**config.mk**
```make
export PLATFORM = sky130hd
export DESIGN_NAME = mmc_status_irq
export DESIGN_NICKNAME = d
export VERILOG_FILES = /design/src/rtl/mmc_stat_pkg.sv /design/src/rtl/stat_event_bank.sv /design/src/rtl/stat_cond_track.sv /design/src/rtl/stat_irq_lines.sv /design/src/rtl/mmc_status_irq.sv
export SDC_FILE = /design/constraint.sdc
export NUM_CORES = 1
export LEC_CHECK = 0
export CORE_AREA = 2 2 100 102
export CTS_CLUSTER_SIZE = 14
export DETAILED_ROUTE_END_ITERATION = 16
export DIE_AREA = 0 0 102 104
export PLACE_DENSITY = 0.78
export SLEW_MARGIN = 10
export SYNTH_ARGS = -nofsm -noshare
export SYNTH_HDL_FRONTEND = slang
export SYNTH_SLANG_ARGS = --single-unit
```
**constraint.sdc**
```tcl
create_clock -name clk -period 3.55 [get_ports clk]
set_input_delay 0.71 -clock clk [delete_from_list [all_inputs] [get_ports clk]]
set_output_delay 0.71 -clock clk [all_outputs]
set_load 0.03 [all_outputs]
```
**src/rtl/mmc_stat_pkg.sv**
```systemverilog
package mmc_stat_pkg;
    localparam int STAT_W     = 32;
    localparam int EVT_W      = 11;
    localparam int FIFO_DEPTH = 16;
    localparam int LVL_W      = $clog2(FIFO_DEPTH + 1);
    localparam int HALF_LVL   = FIFO_DEPTH / 2;
    localparam int NUM_IRQ    = 2;

    localparam int BIT_RSVD   = 9;
    localparam int BIT_CMDACT = 11;
    localparam int BIT_ACT    = 12;
    localparam int BIT_HALF   = 14;
    localparam int BIT_FULL   = 16;
    localparam int BIT_EMPTY  = 18;
    localparam int BIT_AVAIL  = 20;

    localparam logic [EVT_W-1:0] EVT_VALID = ~(EVT_W'(1) << BIT_RSVD);

    localparam logic [STAT_W-1:0] TX_GROUP =
        (STAT_W'(1) << BIT_ACT)   | (STAT_W'(1) << BIT_HALF) |
        (STAT_W'(1) << BIT_FULL)  | (STAT_W'(1) << BIT_EMPTY) |
        (STAT_W'(1) << BIT_AVAIL);
    localparam logic [STAT_W-1:0] RX_GROUP = TX_GROUP << 1;

    typedef struct packed {
        logic active;
        logic half;
        logic full;
        logic empty;
        logic avail;
    } fifo_flags_t;

    function automatic fifo_flags_t level_flags(input logic [LVL_W-1:0] lvl,
                                                input logic rx,
                                                input logic idle);
        fifo_flags_t f;
        f.active = !idle;
        f.empty  = !idle && (lvl == '0);
        f.avail  = !idle && (lvl != '0);
        f.full   = !idle && (lvl == LVL_W'(FIFO_DEPTH));
        f.half   = !idle && (rx ? (lvl >= LVL_W'(HALF_LVL)) : (lvl <= LVL_W'(HALF_LVL)));
        return f;
    endfunction

    function automatic logic [STAT_W-1:0] place_flags(input fifo_flags_t f,
                                                      input logic rx);
        logic [STAT_W-1:0] w;
        w = '0;
        w[BIT_ACT]   = f.active;
        w[BIT_HALF]  = f.half;
        w[BIT_FULL]  = f.full;
        w[BIT_EMPTY] = f.empty;
        w[BIT_AVAIL] = f.avail;
        return rx ? (w << 1) : w;
    endfunction
endpackage

```
**src/rtl/stat_event_bank.sv**
```systemverilog
module stat_event_bank
    import mmc_stat_pkg::*;
(
    input  logic             clk,
    input  logic             rst,
    input  logic [EVT_W-1:0] set_i,
    input  logic             clr_we,
    input  logic [EVT_W-1:0] clr_bits,
    output logic [EVT_W-1:0] ev_q
);
    logic [EVT_W-1:0] set_v;
    logic [EVT_W-1:0] clr_v;

    assign set_v = set_i & EVT_VALID;
    assign clr_v = clr_we ? clr_bits : '0;

    always_ff @(posedge clk) begin
        if (rst) ev_q <= '0;
        else     ev_q <= (ev_q & ~clr_v) | set_v;
    end

    // a pulse always lands, whatever the clear does
    assert_set_lands_R2: assert property (@(posedge clk) disable iff (rst)
        (set_v != '0) |=> ((ev_q & $past(set_v)) == $past(set_v)));

    // cleared bits without a competing set read zero
    assert_clear_takes_R3: assert property (@(posedge clk) disable iff (rst)
        clr_we |=> ((ev_q & $past(clr_bits & ~set_v)) == '0));

    // bits not cleared stay set
    assert_sticky_R2: assert property (@(posedge clk) disable iff (rst)
        !clr_we |=> ((ev_q & $past(ev_q)) == $past(ev_q)));

    // reserved position never sets
    assert_rsvd_R10: assert property (@(posedge clk) disable iff (rst)
        set_i[BIT_RSVD] |=> !ev_q[BIT_RSVD]);
endmodule

```
**src/rtl/stat_cond_track.sv**
```systemverilog
module stat_cond_track
    import mmc_stat_pkg::*;
(
    input  logic              clk,
    input  logic              rst,
    input  logic [LVL_W-1:0]  lvl_i,
    input  logic              rx_i,
    input  logic              idle_i,
    input  logic              cmd_busy_i,
    output logic [STAT_W-1:0] cond_q
);
    fifo_flags_t       flags;
    logic [STAT_W-1:0] cond_d;

    always_comb begin
        flags  = level_flags(lvl_i, rx_i, idle_i);
        cond_d = place_flags(flags, rx_i);
        cond_d[BIT_CMDACT] = cmd_busy_i;
    end

    always_ff @(posedge clk) begin
        if (rst) cond_q <= '0;
        else     cond_q <= cond_d;
    end

    // never both groups at once
    assert_one_group_R7: assert property (@(posedge clk) disable iff (rst)
        !(((cond_q & TX_GROUP) != '0) && ((cond_q & RX_GROUP) != '0)));

    // idle clears every FIFO flag
    assert_idle_clear_R8: assert property (@(posedge clk) disable iff (rst)
        idle_i |=> ((cond_q & (TX_GROUP | RX_GROUP)) == '0));

    // command activity tracks input
    assert_cmd_act_R9: assert property (@(posedge clk) disable iff (rst)
        cmd_busy_i |=> cond_q[BIT_CMDACT]);

    // empty and available are exclusive
    assert_empty_avail_R6: assert property (@(posedge clk) disable iff (rst)
        $countones(cond_q & ((STAT_W'(3) << BIT_EMPTY) | (STAT_W'(3) << BIT_AVAIL))) <= 1);
endmodule

```
**src/rtl/stat_irq_lines.sv**
```systemverilog
module stat_irq_lines
    import mmc_stat_pkg::*;
(
    input  logic                      clk,
    input  logic                      rst,
    input  logic [STAT_W-1:0]         status_i,
    input  logic [NUM_IRQ-1:0]        mask_we,
    input  logic [STAT_W-1:0]         mask_wdata,
    output logic [NUM_IRQ*STAT_W-1:0] mask_flat,
    output logic [NUM_IRQ-1:0]        irq_o
);
    for (genvar g = 0; g < NUM_IRQ; g++) begin : g_line
        logic [STAT_W-1:0] mask_q;

        always_ff @(posedge clk) begin
            if (rst)             mask_q <= '0;
            else if (mask_we[g]) mask_q <= mask_wdata;
        end

        assign mask_flat[g*STAT_W +: STAT_W] = mask_q;
        assign irq_o[g] = |(status_i & mask_q);

        // a zero mask silences the line
        assert_zero_mask_quiet_R5: assert property (@(posedge clk) disable iff (rst)
            (mask_we[g] && (mask_wdata == '0)) |=> !irq_o[g]);
    end
endmodule

```
**src/rtl/mmc_status_irq.sv**
```systemverilog
module mmc_status_irq
    import mmc_stat_pkg::*;
(
    input  logic              clk,
    input  logic              rst,
    input  logic [EVT_W-1:0]  evt_set,
    input  logic              cmd_busy,
    input  logic              xfer_rx,
    input  logic              xfer_idle,
    input  logic [LVL_W-1:0]  fifo_level,
    input  logic              clr_we,
    input  logic [STAT_W-1:0] clr_data,
    input  logic [NUM_IRQ-1:0] mask_we,
    input  logic [STAT_W-1:0] mask_wdata,
    output logic [STAT_W-1:0] status_rd,
    output logic [STAT_W-1:0] mask0_rd,
    output logic [STAT_W-1:0] mask1_rd,
    output logic [NUM_IRQ-1:0] irq_o
);
    logic [EVT_W-1:0]          ev_q;
    logic [STAT_W-1:0]         cond_q;
    logic [NUM_IRQ*STAT_W-1:0] mask_flat;

    stat_event_bank u_events (
        .clk      (clk),
        .rst      (rst),
        .set_i    (evt_set),
        .clr_we   (clr_we),
        .clr_bits (clr_data[EVT_W-1:0]),
        .ev_q     (ev_q)
    );

    stat_cond_track u_cond (
        .clk        (clk),
        .rst        (rst),
        .lvl_i      (fifo_level),
        .rx_i       (xfer_rx),
        .idle_i     (xfer_idle),
        .cmd_busy_i (cmd_busy),
        .cond_q     (cond_q)
    );

    assign status_rd = cond_q | {{(STAT_W-EVT_W){1'b0}}, ev_q};

    stat_irq_lines u_irq (
        .clk        (clk),
        .rst        (rst),
        .status_i   (status_rd),
        .mask_we    (mask_we),
        .mask_wdata (mask_wdata),
        .mask_flat  (mask_flat),
        .irq_o      (irq_o)
    );

    assign mask0_rd = mask_flat[0 +: STAT_W];
    assign mask1_rd = mask_flat[STAT_W +: STAT_W];

    // high clear bits leave the live flags alone
    assert_clear_keeps_live_R3: assert property (@(posedge clk) disable iff (rst)
        (clr_we && $stable(fifo_level) && $stable(xfer_rx) && $stable(xfer_idle)
         && $stable(cmd_busy)) |=> (status_rd[STAT_W-1:EVT_W] == $past(status_rd[STAT_W-1:EVT_W])));
endmodule

```
==> results of run 1 <==
## power breakdown
group          internal [W]  switching, W  leakage (nW)
clock              0.000378      0.000332         0.104
combinational      0.000217      0.000250          1.26
sequential          0.00102     0.0000453         0.710
total               0.00161      0.000627          2.08
## cell families (layout without fill, tap and decap cells)
group,Yosys count,in the layout,synth area share
AOI/OAI and AO/OA,34,34,0.0775
buffers and inverters,31,172,0.0520
DFF,86,86,0.534
muxes,64,64,0.199
other,1,10,0.00116
and+or+nand+nor,107,107,0.137
## cell type report
type	count	share of cell area
clock buffers	12	0.0330
clock inverters	3	0.00850
inverters	3	0.00225
multi-input cells	215	0.274
flip-flops and latches	86	0.344
well taps	133	0.0333
repair buffers	154	0.305
## layout by cell type, fill, tap and decap left out, types with 4 or more instances in the layout
master           netlist  layout
a21oi_1               10      10
a221oi_1               4       4
a22o_1                 4       4
a22oi_1               12      12
clkbuf_8               0      12
clkdlybuf4s50_1        0     150
conb_1                 1      10
dfxtp_1               86      86
mux2i_1               64      64
nand2_1               11      11
nor2_1                81      81
## per-stage QoR
step	instance area [um^2]	std cells
after CTS	5000	606
after global routing	5000	606
after floorplan	3260	332
after detailed placement	4790	591
final	5000	606
after global placement	4790	591
## path summary, 6_finish.rpt
path                                 end  slack, ns
max                             irq_o[1]       0.59
min          u_events.ev_q[9]$_SDFF_PP0_       0.49
max reg2reg  u_events.ev_q[9]$_SDFF_PP0_       2.81
min reg2reg  u_events.ev_q[9]$_SDFF_PP0_       0.49
## worst min-delay path: stages, from the launching register on
cell and delay (ns):
dfxtp_1 0.35, inv_1 0.06, a211oi_1 0.04
## state kept, by name, summed over array words and instances, names as in the netlist
signal,cells
u_events.ev_q,11
u_cond.cond_q,11
u_irq.g_line.mask_q,64
## synthesized netlist by cell type (all sizes together)
library cell,instances
a21oi,10
clkbuf,7
nor3b,1
nand3,3
mux2i,64
nand4,2
nor2b,1
dfxtp,86
conb,1
a22o,5
buf,21
a211oi,2
or3b,1
inv,3
nor2,81
a22oi,12
and4,1
or3,3
nor3,3
nand2,11
a221oi,5
## routing by layer
layer / vias up / track usage / routed length, um
li1: 1381 / - / -
met1: 1338 / 0.227 / 4200
met2: 109 / 0.292 / 4690
met3: 17 / 0.0383 / 582
met4: 0 / 0.0838 / 248
met5: - / 0 / 0
==> impl_metrics.csv, run 1 <==
group,metric,value,unit
sta,finClkSkew,0,ns
floorplanning,die-area,10600,um^2
synthesis,synth_top_area_frac,0.534,
detailed_routing,drt_iter0_drc,141,
sta,maxSlewViolCount,0,
critical_path,slowest_delay,0.62,ns
hold_path,hp-start,"u_events.ev_q[9]$_SDFF_PP0_",
critical_path,crit_path_max_fanout,4,
critical_path,cp.arrival,2.25,ns
critical_path,end_kind,"primary output",
detailed_routing,drt_first_pass_iters,4,
floorplanning,die_w,102,um
cts,cts-hold-fix-buffers,0,
floorplanning,fp.dieH,104,um
synthesis,avgSynthCellArea,9.99,um^2
critical_path,critical-path-top-delay-family,"buffers and inverters",
sta,rsz0062_at_grt,"false",
finish,area_growth,55.0,%
synthesis,yosys_warnings,0,
placed_design,port_buffers,153,
synthesis,synth_seq_cells,86,
critical_path,path_buf_inv,1,
power,power.density,448,nW/um^2
cts,cts_made_buffers,9,
job,cap_violations,0,
hold_path,min_path_type,"reg2reg",
critical_path,rr_startpoint,"u_events.ev_q[9]$_SDFF_PP0_",
sta,setup_tns,0,ns
detailed_routing,vias_per_cell,4.69,
critical_path,required,2.84,ns
detailed_routing,routedWlPerCell,16.0,um
cts,ctsResizeCount,0,
power,finalPower,0.00224,W
floorplanning,coreArea,9550,um^2
finish,drive_above_1_share,0.0486,
power,peakVddDrop,0.273,mV
sta,fin_ws,0.593,ns
sta,timing.fmax,0.338,GHz
placed_design,gp_congestion,0.795,
finish,seq_area,1720,um^2
synthesis,synthCells,323,
global_routing,antenna_found_initial,0,
critical_path,worst_setup_path_start_kind,"register",
cts,clock_latency,0.35,ns
sta,final-hold-violation-count,0,
synthesis,syn_area,3230,um^2
cts,cts.clk_slew.worst_paths,0.09,ns
hold_path,hold-path-cell-count,2,
detailed_routing,vias,2845,
status,status,"completed",
sta,holdWs,0.494,ns
critical_path,critical_path_depth,5,
finish,utilization,0.524,
global_routing,grt_pass1_vias,2806,
placed_design,place_ws,0.936,ns
detailed_routing,drc,0,
sta,period_minus_slack,2.96,ns
cts,cts_tree,"built",
global_routing,grt_first_pass_wirelength,14.7,mm
finish,final_nets,557,
floorplanning,core.rowCount,36,
critical_path,crit_path_top_delay_cell,"clkdlybuf4s50_1",
detailed_routing,routed_wl,9.72,mm
power,leakagePower,2.08,nW
critical_path,path_cells,"a22o_1 > a221oi_1 > and4_1 > nand4_1 > clkdlybuf4s50_1",
critical_path,worstRegToRegCells,2,
finish,num-fill-cells,896,
critical_path,crit_start,"u_events.ev_q[4]$_SDFF_PP0_",
finish,multiInputGateArea,1370,um^2
finish,diodes,0,
global_routing,grtUsageTotal,0.181,
synthesis,yosysSeqAreaShare,0.534,
synthesis,yosysTopAreaCell,"dfxtp_1",
cts,htreeDepth,3,
sta,relSlewSlack,0.263,
critical_path,setup.worst_path.class,"reg2out",
sta,worst_pin_slew,1.11,ns
synthesis,synth.distinct_cells,25,
cts,cts_num_sinks,86,
cts,postCtsSetupBuffers,0,
floorplanning,ioPinCount,186,
floorplanning,start_util,0.338,
sta,setup_viol,0,
detailed_routing,ant_nets,0,
global_routing,overflow,0,
cts,clockBufferDepth,2,
cts,cts_root_buf,"clkbuf_8",
synthesis,synth.area.top_cells,"dfxtp_1, mux2i_1, nor2_1",
placed_design,dp.final_hpwl,7.19,mm
sta,timing.final.crit_share,0.833,
global_routing,grt_max_degree,42,
(Power assumes the default switching activity.)
==> run 2: changes to the inputs <==
==> constraint.sdc (replaced) <==
create_clock -name clk -period 2.8 [get_ports clk]
set_input_delay 0.56 -clock clk [delete_from_list [all_inputs] [get_ports clk]]
set_output_delay 0.56 -clock clk [all_outputs]
set_load 0.03 [all_outputs]
==> run 2 against run 1 <==
First-iteration DRC count fell by 12%. Clock skew did not move. Combinational power rose by 27%. Hold slack improved by 0.0018 ns. Register-to-register slack got worse by 0.74 ns. Via count fell by 0.28%. Die area did not move. Clock power rose by 3.2%. Setup slack got worse by 0.36 ns.
==> impl_metrics.csv, run 2 (synthesis results as in run 1) <==
group,metric,value,unit
global_routing,antenna_found_initial,0,
global_routing,grtUsageTotal,0.183,
detailed_routing,vias,2837,
cts,cts_num_sinks,86,
placed_design,port_buffers,153,
global_routing,overflow,0,
finish,final_cell_mix,"clkdlybuf4s50_1, dfxtp_1, nor2_1, mux2i_1, a22oi_1",
cts,cts.clk_slew.worst_paths,0.08,ns
cts,htreeDepth,3,
status,status,"completed",
detailed_routing,drt_first_pass_iters,4,
hold_path,min_path_type,"reg2reg",
critical_path,required,2.24,ns
finish,top_register,"u_irq.g_line.mask_q",
cts,clock_latency,0.34,ns
floorplanning,ioPinCount,186,
sta,final-hold-violation-count,0,
global_routing,grt_use_met1,0.241,
sta,worst_pin_slew,0.725,ns
detailed_routing,drt_iter0_drc,124,
finish,final_nets,560,
critical_path,crit_path_max_fanout,4,
sta,finClkSkew,0,ns
cts,cts-hold-fix-buffers,0,
finish,num-fill-cells,891,
sta,setup_viol,0,
critical_path,worst_setup_path_start_kind,"register",
finish,largestRegisters,"u_irq.g_line.mask_q: 64 flops, u_cond.cond_q: 11 flops, u_events.ev_q: 11 flops",
power,finalPower,0.00268,W
global_routing,grt.busiest_layer,"met2",
finish,utilization,0.522,
global_routing,grt_max_degree,44,
critical_path,critical_path_depth,5,
detailed_routing,drc,0,
power,power.density,537,nW/um^2
global_routing,grt_use_met2,0.292,
detailed_routing,routed_wl,9.84,mm
power,leakagePower,2.08,nW
global_routing,grt_first_pass_wirelength,14.8,mm
critical_path,crit_path_top_delay_cell,"dlygate4sd2_1",
finish,final_common_cell,"clkdlybuf4s50_1",
floorplanning,fp.dieH,104,um
finish,diodes,0,
floorplanning,die-area,10600,um^2
sta,rsz0062_at_grt,"false",
hold_path,hold-path-cell-count,2,
power,peakVddDrop,0.212,mV
detailed_routing,ant_nets,0,
job,cap_violations,0,
critical_path,slowest_delay,0.38,ns
detailed_routing,vias_per_cell,4.67,
cts,cts_root_buf,"clkbuf_8",
sta,relSlewSlack,0.517,
finish,drive_above_1_share,0.0484,
cts,clockBufferDepth,2,
detailed_routing,routedWlPerCell,16.2,um
floorplanning,die_w,102,um
critical_path,setup.worst_path.class,"reg2out",
sta,timing.final.crit_share,0.916,
sta,maxSlewViolCount,0,
finish,area_growth,54.5,%
cts,cts_tree,"built",
critical_path,worstRegToRegCells,2,
floorplanning,core.rowCount,36,
placed_design,gp_congestion,0.785,
placed_design,dp.final_hpwl,7.52,mm
critical_path,critical-path-top-delay-family,"compound AO/OA/AOI/OAI gates",
cts,cts_made_buffers,9,
critical_path,end_kind,"primary output",
sta,setup_tns,0,ns
finish,largest_reg_flops,64,
sta,period_minus_slack,2.57,ns
critical_path,path_cells,"a22o_1 > a221oi_1 > and4_1 > nand4_1 > dlygate4sd2_1",
sta,timing.fmax,0.390,GHz
critical_path,cp.arrival,2.01,ns
critical_path,path_buf_inv,1,
floorplanning,coreArea,9550,um^2
global_routing,grt_pass1_vias,2764,
global_routing,use_met3,0.0370,
floorplanning,start_util,0.338,
-- run 2: changes by cell type in the layout (fill, tap and decap cells not counted), sizes merged --
cell,before,now
clkinvlp,1,0
dlygate4sd2,0,1
clkinv,1,2
dlymetal6s2s,0,1
buf,4,7
clkdlybuf4s50,150,148
bufinv,1,0
-- run 2: metal layers --
metal | share of wire | wire length (um)
met1 | 0.44 | 4370
met2 | 0.48 | 4700
met3 | 0.056 | 552
met4 | 0.022 | 217
met5 | 0 | 0
-- run 2: repair_timing --
item                                    in CTS  in global routing
gates resized for setup                      1                  1
gates cloned                                 0                  0
endpoints found under the hold margin        0                  0
endpoints found under the setup margin       1                  1
setup buffers                                0                  0
-- run 2: area by class of cell --
class / instances / area (um^2) / area share
Multi-Input combinational cell: 215 / 1370 / 0.275
Sequential cell: 86 / 1720 / 0.345
Inverter: 3 / 11.3 / 0.00226
Tap cell: 133 / 166 / 0.0334
Clock inverter: 2 / 10.0 / 0.00201
Clock buffer: 12 / 145 / 0.0291
Timing Repair Buffer: 157 / 1560 / 0.313
-- run 2: power by group --
| part | switching [W] | internal, W |
|---|---|---|
| Clock | 0.000398 | 0.000335 |
| Combinational | 0.000320 | 0.000274 |
| Sequential | 0.0000583 | 0.00129 |
| Total | 0.000775 | 0.00190 |
-- run 2: tightest hold or removal path, stage by stage, from the launching register on --
cell     delay [ns]
dfxtp_1        0.33
mux2i_1        0.06
nor2_1         0.07
-- run 2: final timing paths --
check / slack [ns] / start / to
setup / recovery: 0.23 / u_events.ev_q[4]$_SDFF_PP0_ / irq_o[1]
hold reg to reg: 0.50 / u_irq.g_line[1].mask_q[27]$_SDFFE_PP0P_ / u_irq.g_line[1].mask_q[27]$_SDFFE_PP0P_
hold / removal: 0.50 / u_irq.g_line[1].mask_q[27]$_SDFFE_PP0P_ / u_irq.g_line[1].mask_q[27]$_SDFFE_PP0P_
setup reg to reg: 2.07 / u_events.ev_q[9]$_SDFF_PP0_ / u_events.ev_q[9]$_SDFF_PP0_
-- run 2: through the flow --
stage / worst slack (ns) / hold slack [ns] / area, um^2 / std cells
5_1_grt: 0.0771 / 0.533 / 4990 / 608
2_1_floorplan: 0.856 / 0.583 / 3260 / 332
4_1_cts: 0.0444 / 0.491 / 4980 / 608
3_3_place_gp: 0.347 / 0.474 / 4830 / 594
3_5_place_dp: 0.343 / 0.479 / 4830 / 594
6_report: 0.234 / 0.496 / 4990 / 608
==> run 3: changes to the inputs <==
--- a/config.mk
+++ b/config.mk
@@ -10,6 +10,7 @@
 export DETAILED_ROUTE_END_ITERATION = 16
 export DIE_AREA = 0 0 102 104
 export PLACE_DENSITY = 0.78
+export SKIP_LAST_GASP = 1
 export SLEW_MARGIN = 10
 export SYNTH_ARGS = -nofsm -noshare
 export SYNTH_HDL_FRONTEND = slang
==> results of run 3 <==
Final layout, timing and power as in run 2 (identical DEF).
